`src/rtl/shost_pkg.sv`:
```
package shost_pkg;
  localparam int ADDR_W   = 7;
  localparam int DATA_W   = 8;
  localparam int HDR_W    = 1 + ADDR_W;
  localparam int FRAME_W  = HDR_W + DATA_W;
  localparam int CNT_W    = $clog2(FRAME_W + 1);
  localparam int CHSEL_W  = ADDR_W - 2;

  localparam int ALM_W    = 3;
  localparam int ALM_LOS  = 0;
  localparam int ALM_AIS  = 1;
  localparam int ALM_DMO  = 2;

  localparam int GIE_BIT  = 7;
  localparam int SRST_BIT = 6;

  localparam logic [ADDR_W-1:0] ADR_GLOBAL = 7'h00;
  localparam logic [ADDR_W-1:0] ADR_REV    = 7'h01;
  localparam logic [ADDR_W-1:0] ADR_DEV    = 7'h02;

  localparam logic [1:0] OFF_IE   = 2'd0;
  localparam logic [1:0] OFF_CTRL = 2'd1;
  localparam logic [1:0] OFF_ISR  = 2'd2;
  localparam logic [1:0] OFF_LVL  = 2'd3;

  typedef struct packed {
    logic              wr;
    logic              cap;
    logic              clr;
    logic [ADDR_W-1:0] addr;
    logic [DATA_W-1:0] wdata;
  } hostStb_t;
endpackage

```
`src/rtl/shost_frame_ctrl.sv`:
```
module shost_frame_ctrl
  import shost_pkg::*;
(
  input  logic              clk,
  input  logic              rstN,
  input  logic              csN,
  input  logic              sclk,
  input  logic              sdi,
  input  logic [DATA_W-1:0] rdData,
  output logic              sdo,
  output hostStb_t          stb
);
  localparam logic [CNT_W-1:0] CNT_HDR_LAST = CNT_W'(HDR_W - 1);
  localparam logic [CNT_W-1:0] CNT_HDR      = CNT_W'(HDR_W);
  localparam logic [CNT_W-1:0] CNT_LAST     = CNT_W'(FRAME_W - 1);
  localparam logic [CNT_W-1:0] CNT_FULL     = CNT_W'(FRAME_W);

  logic [2:0] sclkSy;
  logic [1:0] csSy;
  logic [1:0] sdiSy;
  logic       sclkRise, sclkFall, active, bitIn;

  logic [CNT_W-1:0]   bitCnt;
  logic [FRAME_W-2:0] shiftIn;
  logic               isRead;
  logic [DATA_W-1:0]  sdoShift;
  logic               sdoQ;

  always_ff @(posedge clk or negedge rstN) begin
    if (!rstN) begin
      sclkSy <= '0;
      csSy   <= '1;
      sdiSy  <= '0;
    end else begin
      sclkSy <= {sclkSy[1:0], sclk};
      csSy   <= {csSy[0], csN};
      sdiSy  <= {sdiSy[0], sdi};
    end
  end

  assign sclkRise = sclkSy[1] & ~sclkSy[2];
  assign sclkFall = ~sclkSy[1] & sclkSy[2];
  assign active   = ~csSy[1];
  assign bitIn    = sdiSy[1];

  always_ff @(posedge clk or negedge rstN) begin
    if (!rstN) begin
      bitCnt   <= '0;
      shiftIn  <= '0;
      isRead   <= 1'b0;
      sdoShift <= '0;
      sdoQ     <= 1'b0;
      stb      <= '0;
    end else begin
      stb.wr  <= 1'b0;
      stb.cap <= 1'b0;
      stb.clr <= 1'b0;
      if (!active) begin
        bitCnt <= '0;
        isRead <= 1'b0;
        sdoQ   <= 1'b0;
      end else begin
        if (sclkRise && bitCnt < CNT_FULL) begin
          shiftIn <= {shiftIn[FRAME_W-3:0], bitIn};
          bitCnt  <= bitCnt + 1'b1;
          if (bitCnt == CNT_HDR_LAST) begin
            isRead   <= shiftIn[ADDR_W-1];
            stb.cap  <= shiftIn[ADDR_W-1];
            stb.addr <= {shiftIn[ADDR_W-2:0], bitIn};
          end
          if (bitCnt == CNT_LAST) begin
            stb.wr    <= ~isRead;
            stb.clr   <= isRead;
            stb.wdata <= {shiftIn[DATA_W-2:0], bitIn};
          end
        end
        if (stb.cap) begin
          sdoShift <= rdData;
        end else if (sclkFall && isRead && bitCnt >= CNT_HDR && bitCnt < CNT_FULL) begin
          sdoQ     <= sdoShift[DATA_W-1];
          sdoShift <= {sdoShift[DATA_W-2:0], 1'b0};
        end
      end
    end
  end

  assign sdo = sdoQ;

  p_one_strobe_r5: assert property (@(posedge clk) disable iff (!rstN)
    $onehot0({stb.wr, stb.cap, stb.clr}));

  p_commit_full_r5: assert property (@(posedge clk) disable iff (!rstN)
    (stb.wr || stb.clr) |-> (bitCnt == CNT_FULL));

  p_idle_quiet_r4: assert property (@(posedge clk) disable iff (!rstN)
    csSy[1] |=> !sdoQ);

  p_sdo_edge_r4: assert property (@(posedge clk) disable iff (!rstN)
    (active && !sclkFall) |=> $stable(sdoQ));
endmodule

```
`src/rtl/shost_regs.sv`:
```
module shost_regs
  import shost_pkg::*;
#(
  parameter int                NUM_CH = 8,
  parameter logic [DATA_W-1:0] REV_ID = 8'h01,
  parameter logic [DATA_W-1:0] DEV_ID = 8'h5A
) (
  input  logic              clk,
  input  logic              rstN,
  input  hostStb_t          stb,
  input  logic [NUM_CH-1:0] losIn,
  input  logic [NUM_CH-1:0] aisIn,
  input  logic [NUM_CH-1:0] dmoIn,
  output logic [DATA_W-1:0] rdData,
  output logic              irqN,
  output logic [NUM_CH-1:0] chanRst
);
  localparam int PAD_W = DATA_W - ALM_W;

  logic [DATA_W-1:0] globReg;
  logic [DATA_W-1:0] chRd [NUM_CH];
  logic [NUM_CH-1:0] chIrq;
  logic              irqQ;

  always_ff @(posedge clk or negedge rstN) begin
    if (!rstN) begin
      globReg <= '0;
    end else if (stb.wr && stb.addr == ADR_GLOBAL) begin
      globReg <= stb.wdata;
    end
  end

  for (genvar n = 0; n < NUM_CH; n++) begin : g_ch
    logic [ALM_W-1:0]  almS1, almS2, almPrev, almChg;
    logic [ALM_W-1:0]  isr, capMask;
    logic [DATA_W-1:0] ieReg, ctrlReg;
    logic              rstQ;
    logic              chHit, wrIe, wrCtrl, capHit, clrHit;

    assign chHit  = stb.addr[ADDR_W-1:2] == CHSEL_W'(n + 1);
    assign wrIe   = stb.wr  && chHit && stb.addr[1:0] == OFF_IE;
    assign wrCtrl = stb.wr  && chHit && stb.addr[1:0] == OFF_CTRL;
    assign capHit = stb.cap && chHit && stb.addr[1:0] == OFF_ISR;
    assign clrHit = stb.clr && chHit && stb.addr[1:0] == OFF_ISR;
    assign almChg = almS2 ^ almPrev;

    always_ff @(posedge clk or negedge rstN) begin
      if (!rstN) begin
        almS1   <= '0;
        almS2   <= '0;
        almPrev <= '0;
      end else begin
        almS1[ALM_LOS] <= losIn[n];
        almS1[ALM_AIS] <= aisIn[n];
        almS1[ALM_DMO] <= dmoIn[n];
        almS2          <= almS1;
        almPrev        <= almS2;
      end
    end

    always_ff @(posedge clk or negedge rstN) begin
      if (!rstN) begin
        ieReg   <= '0;
        ctrlReg <= '0;
        rstQ    <= 1'b0;
        isr     <= '0;
        capMask <= '0;
      end else begin
        if (wrIe) ieReg <= stb.wdata;
        rstQ <= wrCtrl && stb.wdata[SRST_BIT];
        if (wrCtrl) begin
          ctrlReg           <= stb.wdata;
          ctrlReg[SRST_BIT] <= 1'b0;
        end
        if (capHit) capMask <= isr;
        isr <= (clrHit ? (isr & ~capMask) : isr) | almChg;
      end
    end

    always_comb begin
      case (stb.addr[1:0])
        OFF_IE:   chRd[n] = ieReg;
        OFF_CTRL: chRd[n] = ctrlReg;
        OFF_ISR:  chRd[n] = {{PAD_W{1'b0}}, isr};
        default:  chRd[n] = {{PAD_W{1'b0}}, almS2};
      endcase
    end

    assign chIrq[n]   = |(isr & ieReg[ALM_W-1:0]);
    assign chanRst[n] = rstQ;

    p_rst_pulse_r10: assert property (@(posedge clk) disable iff (!rstN)
      rstQ |=> !rstQ);

    p_isr_sticky_r6: assert property (@(posedge clk) disable iff (!rstN)
      !clrHit |=> ((isr & $past(isr)) == $past(isr)));
  end

  always_comb begin
    rdData = '0;
    if (stb.addr == ADR_GLOBAL)   rdData = globReg;
    else if (stb.addr == ADR_REV) rdData = REV_ID;
    else if (stb.addr == ADR_DEV) rdData = DEV_ID;
    else begin
      for (int n = 0; n < NUM_CH; n++) begin
        if (stb.addr[ADDR_W-1:2] == CHSEL_W'(n + 1)) rdData = chRd[n];
      end
    end
  end

  always_ff @(posedge clk or negedge rstN) begin
    if (!rstN) irqQ <= 1'b0;
    else       irqQ <= globReg[GIE_BIT] & (|chIrq);
  end

  assign irqN = ~irqQ;

  p_irq_gate_r9: assert property (@(posedge clk) disable iff (!rstN)
    !globReg[GIE_BIT] |=> irqN);

  p_irq_quiet_r9: assert property (@(posedge clk) disable iff (!rstN)
    (chIrq == '0) |=> irqN);
endmodule

```
`src/rtl/serial_host_port.sv`:
```
module serial_host_port
  import shost_pkg::*;
#(
  parameter int                NUM_CH = 8,
  parameter logic [DATA_W-1:0] REV_ID = 8'h01,
  parameter logic [DATA_W-1:0] DEV_ID = 8'h5A
) (
  input  logic              clk,
  input  logic              rstN,
  input  logic              csN,
  input  logic              sclk,
  input  logic              sdi,
  output logic              sdo,
  output logic              irqN,
  input  logic [NUM_CH-1:0] losIn,
  input  logic [NUM_CH-1:0] aisIn,
  input  logic [NUM_CH-1:0] dmoIn,
  output logic [NUM_CH-1:0] chanRst
);
  hostStb_t          stb;
  logic [DATA_W-1:0] rdData;

  shost_frame_ctrl i_ctrl (
    .clk    (clk),
    .rstN   (rstN),
    .csN    (csN),
    .sclk   (sclk),
    .sdi    (sdi),
    .rdData (rdData),
    .sdo    (sdo),
    .stb    (stb)
  );

  shost_regs #(
    .NUM_CH (NUM_CH),
    .REV_ID (REV_ID),
    .DEV_ID (DEV_ID)
  ) i_regs (
    .clk     (clk),
    .rstN    (rstN),
    .stb     (stb),
    .losIn   (losIn),
    .aisIn   (aisIn),
    .dmoIn   (dmoIn),
    .rdData  (rdData),
    .irqN    (irqN),
    .chanRst (chanRst)
  );
endmodule

```
`config.mk`:
```
export PLATFORM = sky130hd
export DESIGN_NAME = serial_host_port
export DESIGN_NICKNAME = d
export VERILOG_FILES = /design/src/rtl/shost_pkg.sv /design/src/rtl/shost_frame_ctrl.sv /design/src/rtl/shost_regs.sv /design/src/rtl/serial_host_port.sv
export SDC_FILE = /design/constraint.sdc
export NUM_CORES = 1
export LEC_CHECK = 0
export CORE_MARGIN = 10
export CORE_UTILIZATION = 50
export DETAILED_ROUTE_END_ITERATION = 16
export DONT_BUFFER_PORTS = 1
export GPL_ROUTABILITY_DRIVEN = 0
export SLEW_MARGIN = 15
export SYNTH_ARGS = -nofsm -noshare
export SYNTH_HDL_FRONTEND = slang
export SYNTH_SLANG_ARGS = --single-unit
```
`constraint.sdc`:
```
create_clock -name clk -period 3.7 [get_ports clk]
set_clock_uncertainty 0.15 [all_clocks]
set_input_delay 0.74 -clock clk [delete_from_list [all_inputs] [get_ports clk]]
set_output_delay 0.74 -clock clk [all_outputs]
set_load 0.02 [all_outputs]
```
==> impl_metrics.json <==
{
  "track_usage_pct": 18.1,
  "fin_setup_tns_ps": 0,
  "port_buffers": 0,
  "crit_fanout": 51,
  "syn_inst": 958,
  "post_drt_via_cell_ratio": 5.87,
  "maxSlewHeadroom_pct": 26.8,
  "syn_to_final_growth_pct": 11.1,
  "num_rows": 58,
  "drt.antenna.violating_nets": 0,
  "synth_top_flop_cell": "dfrtp_1",
  "hold_viol": 208,
  "grt_max_degree": 305,
  "violations": "negative hold slack",
  "p_leak_nw": 6.49,
  "dieArea_mm2": 0.0326,
  "critical_path.max_stage_delay_ps": 990,
  "wire_per_inst_um": 22.8,
  "dp_hpwl_um": 19800,
  "cts_root_buffer": "clkbuf_16",
  "drv_cap": 0,
  "htreeDepth": 2,
  "ys.warnings.count": 0,
  "hold_ws_ps": -203,
  "dp.cells": 1244,
  "core_area_mm2": 0.0253,
  "grt_pass1_vias": 7871,
  "start_util_pct": 51.0,
  "maxSlewViolCount": 0,
  "drt_first_iter_violations": 680,
  "fp.dieH_um": 180,
  "cts_buffer_depth": 3,
  "cts_buffers": 35,
  "path_class": "reg -> reg",
  "vias": 7666,
  "synth-edff-count": 0,
  "setup_viol": 0,
  "cts_tree": "yes",
  "clkSlewWorstSetupHoldPaths_ps": 60,
  "hold_path.class": "in -> async",
  "critPathArrivalTime_ps": 3060,
  "final_cells": 1306,
  "netlist_area_mm2": 0.0129,
  "endpoint_kind": "register",
  "first_pass_iters": 5,
  "cts_resized": 0,
  "synth-seq-area-share_pct": 59.1,
  "postSynthAreaPerCell_um2": 13.4,
  "max_freq_mhz": 355,
  "synth-seq-cells": 304,
  "required_ps": 3950,
  "antennaDiodeCount": 0,
  "timing.final.crit_share_pct": 76.1,
  "vdd_drop_max_mv": 0.404,
  "drive_gt1_share_pct": 29.8,
  "grt_pass1_wl_um": 46700,
  "drc": 0,
  "start_kind": "register",
  "outcome": "finished, violations left",
  "syn_nets": 990,
  "period_minus_slack_ps": 2810,
  "ff2ff_path_depth": 5,
  "synth_cell_types": 68,
  "crit_path_top_delay_cell": "dfrtp_4",
  "async_reset_ff_share_pct": 100,
  "tightest_slew_ps": 1100,
  "drt_wl_total_um": 29700,
  "grt_setup_unrepaired": "false",
  "clock-sinks": 304,
  "cts_setup_buffers": 0,
  "nNetsFinal": 983,
  "path_cells": "buf_4 > mux2_2 > a222oi_1 > o32ai_1 > o221a_2",
  "antenna_found_initial": 0,
  "powerDensity_mw_per_mm2": 502,
  "clk-insertion-delay-late_ps": 510,
  "fp.dieW_um": 180,
  "num_io_pins": 39,
  "grt_overflow": 0
}
==> cell families (layout without fill, tap and decap cells) <==
family	after synthesis	count (layout)	share of synthesized area, %
adders and majority gates	3	3	0.292
and+or+nand+nor	243	243	9.33
AOI/OAI and AO/OA	94	94	5.32
buffers and inverters	64	82	2.59
muxes	223	223	21.5
DFF	304	304	59.1
xor gates and xnor gates	27	27	1.84
==> per-layer routing <==
metal / track usage (%) / part of all wire, % / up-vias
met3: 3.23 / 5.4 / 45
met4: 4.92 / 2.0 / 0
met2: 28.1 / 46 / 219
li1: - / - / 3419
met5: 0 / 0 / -
met1: 25.5 / 47 / 3983
==> area by class of cell <==
class                   count  area, um2
well taps                 330        413
inverters                   9       33.8
clock buffers              47        991
fillers                  2097      10900
multi-input cells         590       4930
repair buffers             11       82.6
flip-flops and latches    304       7610
clock inverters            15        240
==> state kept, by name (all words and copies together) (netlist names), 18 cells and up <==
signal and cells:
i_regs.g_ch.ctrlReg 56, i_regs.g_ch.isr 24, i_regs.g_ch.almS2 24, i_regs.g_ch.capMask 24, i_ctrl.stb 18, i_regs.g_ch.almS1 24, i_regs.g_ch.ieReg 64, i_regs.g_ch.almPrev 24
==> Yosys cell counts, types with 3 or more instances <==
cell type | count | share of area (%)
o21ai_0 | 19 | 0.74
a22oi_1 | 8 | 0.47
o22ai_1 | 3 | 0.15
a221oi_1 | 4 | 0.27
dfrtp_1 | 302 | 59
nor2b_1 | 6 | 0.29
o2111ai_1 | 4 | 0.27
a21oi_1 | 9 | 0.35
or3_1 | 3 | 0.15
nand3b_1 | 4 | 0.23
nand2_1 | 98 | 2.9
mux2_2 | 171 | 15
a2bb2oi_1 | 3 | 0.20
mux4_2 | 26 | 4.5
and3b_1 | 3 | 0.20
xnor2_1 | 25 | 1.7
buf_4 | 16 | 0.93
nand4_1 | 5 | 0.24
nand2b_1 | 5 | 0.24
o221ai_1 | 4 | 0.27
buf_2 | 14 | 0.54
inv_1 | 9 | 0.26
nor2_2 | 6 | 0.29
or2_2 | 4 | 0.19
o211ai_1 | 4 | 0.23
and2_1 | 7 | 0.34
ha_1 | 3 | 0.29
and3_1 | 3 | 0.15
a22o_1 | 3 | 0.20
nor3_1 | 13 | 0.51
clkbuf_1 | 22 | 0.64
mux2i_1 | 26 | 2.0
nor2_1 | 31 | 0.90
o31ai_1 | 3 | 0.17
o32ai_1 | 3 | 0.20
nand3_1 | 39 | 1.5
a31oi_1 | 4 | 0.19
a211oi_1 | 4 | 0.23
==> critical path: cells and delay by family, from the launching register on <==
family / cells / cell delay [ps]
compound gates: 3 / 790
mux: 1 / 350
flops: 1 / 990
buf+inv: 1 / 320
==> cell usage in the layout (no fill, tap or decap), types with 11 or more instances in the layout <==
cell	instances
buf_4	11
clkbuf_16	35
dfrtp_1	300
mux2_2	171
mux2i_1	26
mux4_2	26
nand2_1	98
nand3_1	39
nor2_1	31
nor3_1	13
o21ai_0	19
xnor2_1	25
==> where the power goes <==
group          internal (mW)  leakage, nW  total, mW  switching [mW]
Sequential              3.40         3.92       3.47          0.0667
Clock                   2.30        0.603       3.66            1.35
Combinational         0.0442         1.96     0.0624          0.0182
Total                   5.75         6.49       7.19            1.44
==> stage by stage <==
stage                     worst slack, ps  util (%)  total power [mW]  area [um2]
after floorplan                      1680         -              3.56       12900
after detailed placement              928      51.8              3.59       13100
after global placement                903      51.8              3.59       13100
after CTS                             918      56.6              7.27       14300
final                                 886      56.6              7.19       14300
after global routing                  750      56.6              7.42       14300
==> worst paths after layout <==
check / start / to / slack (ps)
worst max-delay path: i_ctrl.stb[8] / i_ctrl.sdoShift[4] / 890
min in group clk: csN / i_ctrl.csSy[0] / 80
max in group asynchronous: rstN / i_regs.g_ch[4].ieReg[6] / 2720
worst max register to register: i_ctrl.stb[8] / i_ctrl.sdoShift[4] / 890
worst min register to register: i_regs.g_ch[4].almS1[2] / i_regs.g_ch[4].almS2[2] / 200
worst min-delay path: rstN / i_regs.g_ch[1].rstQ / -200
Note: power is estimated with default switching activity, not from simulation.
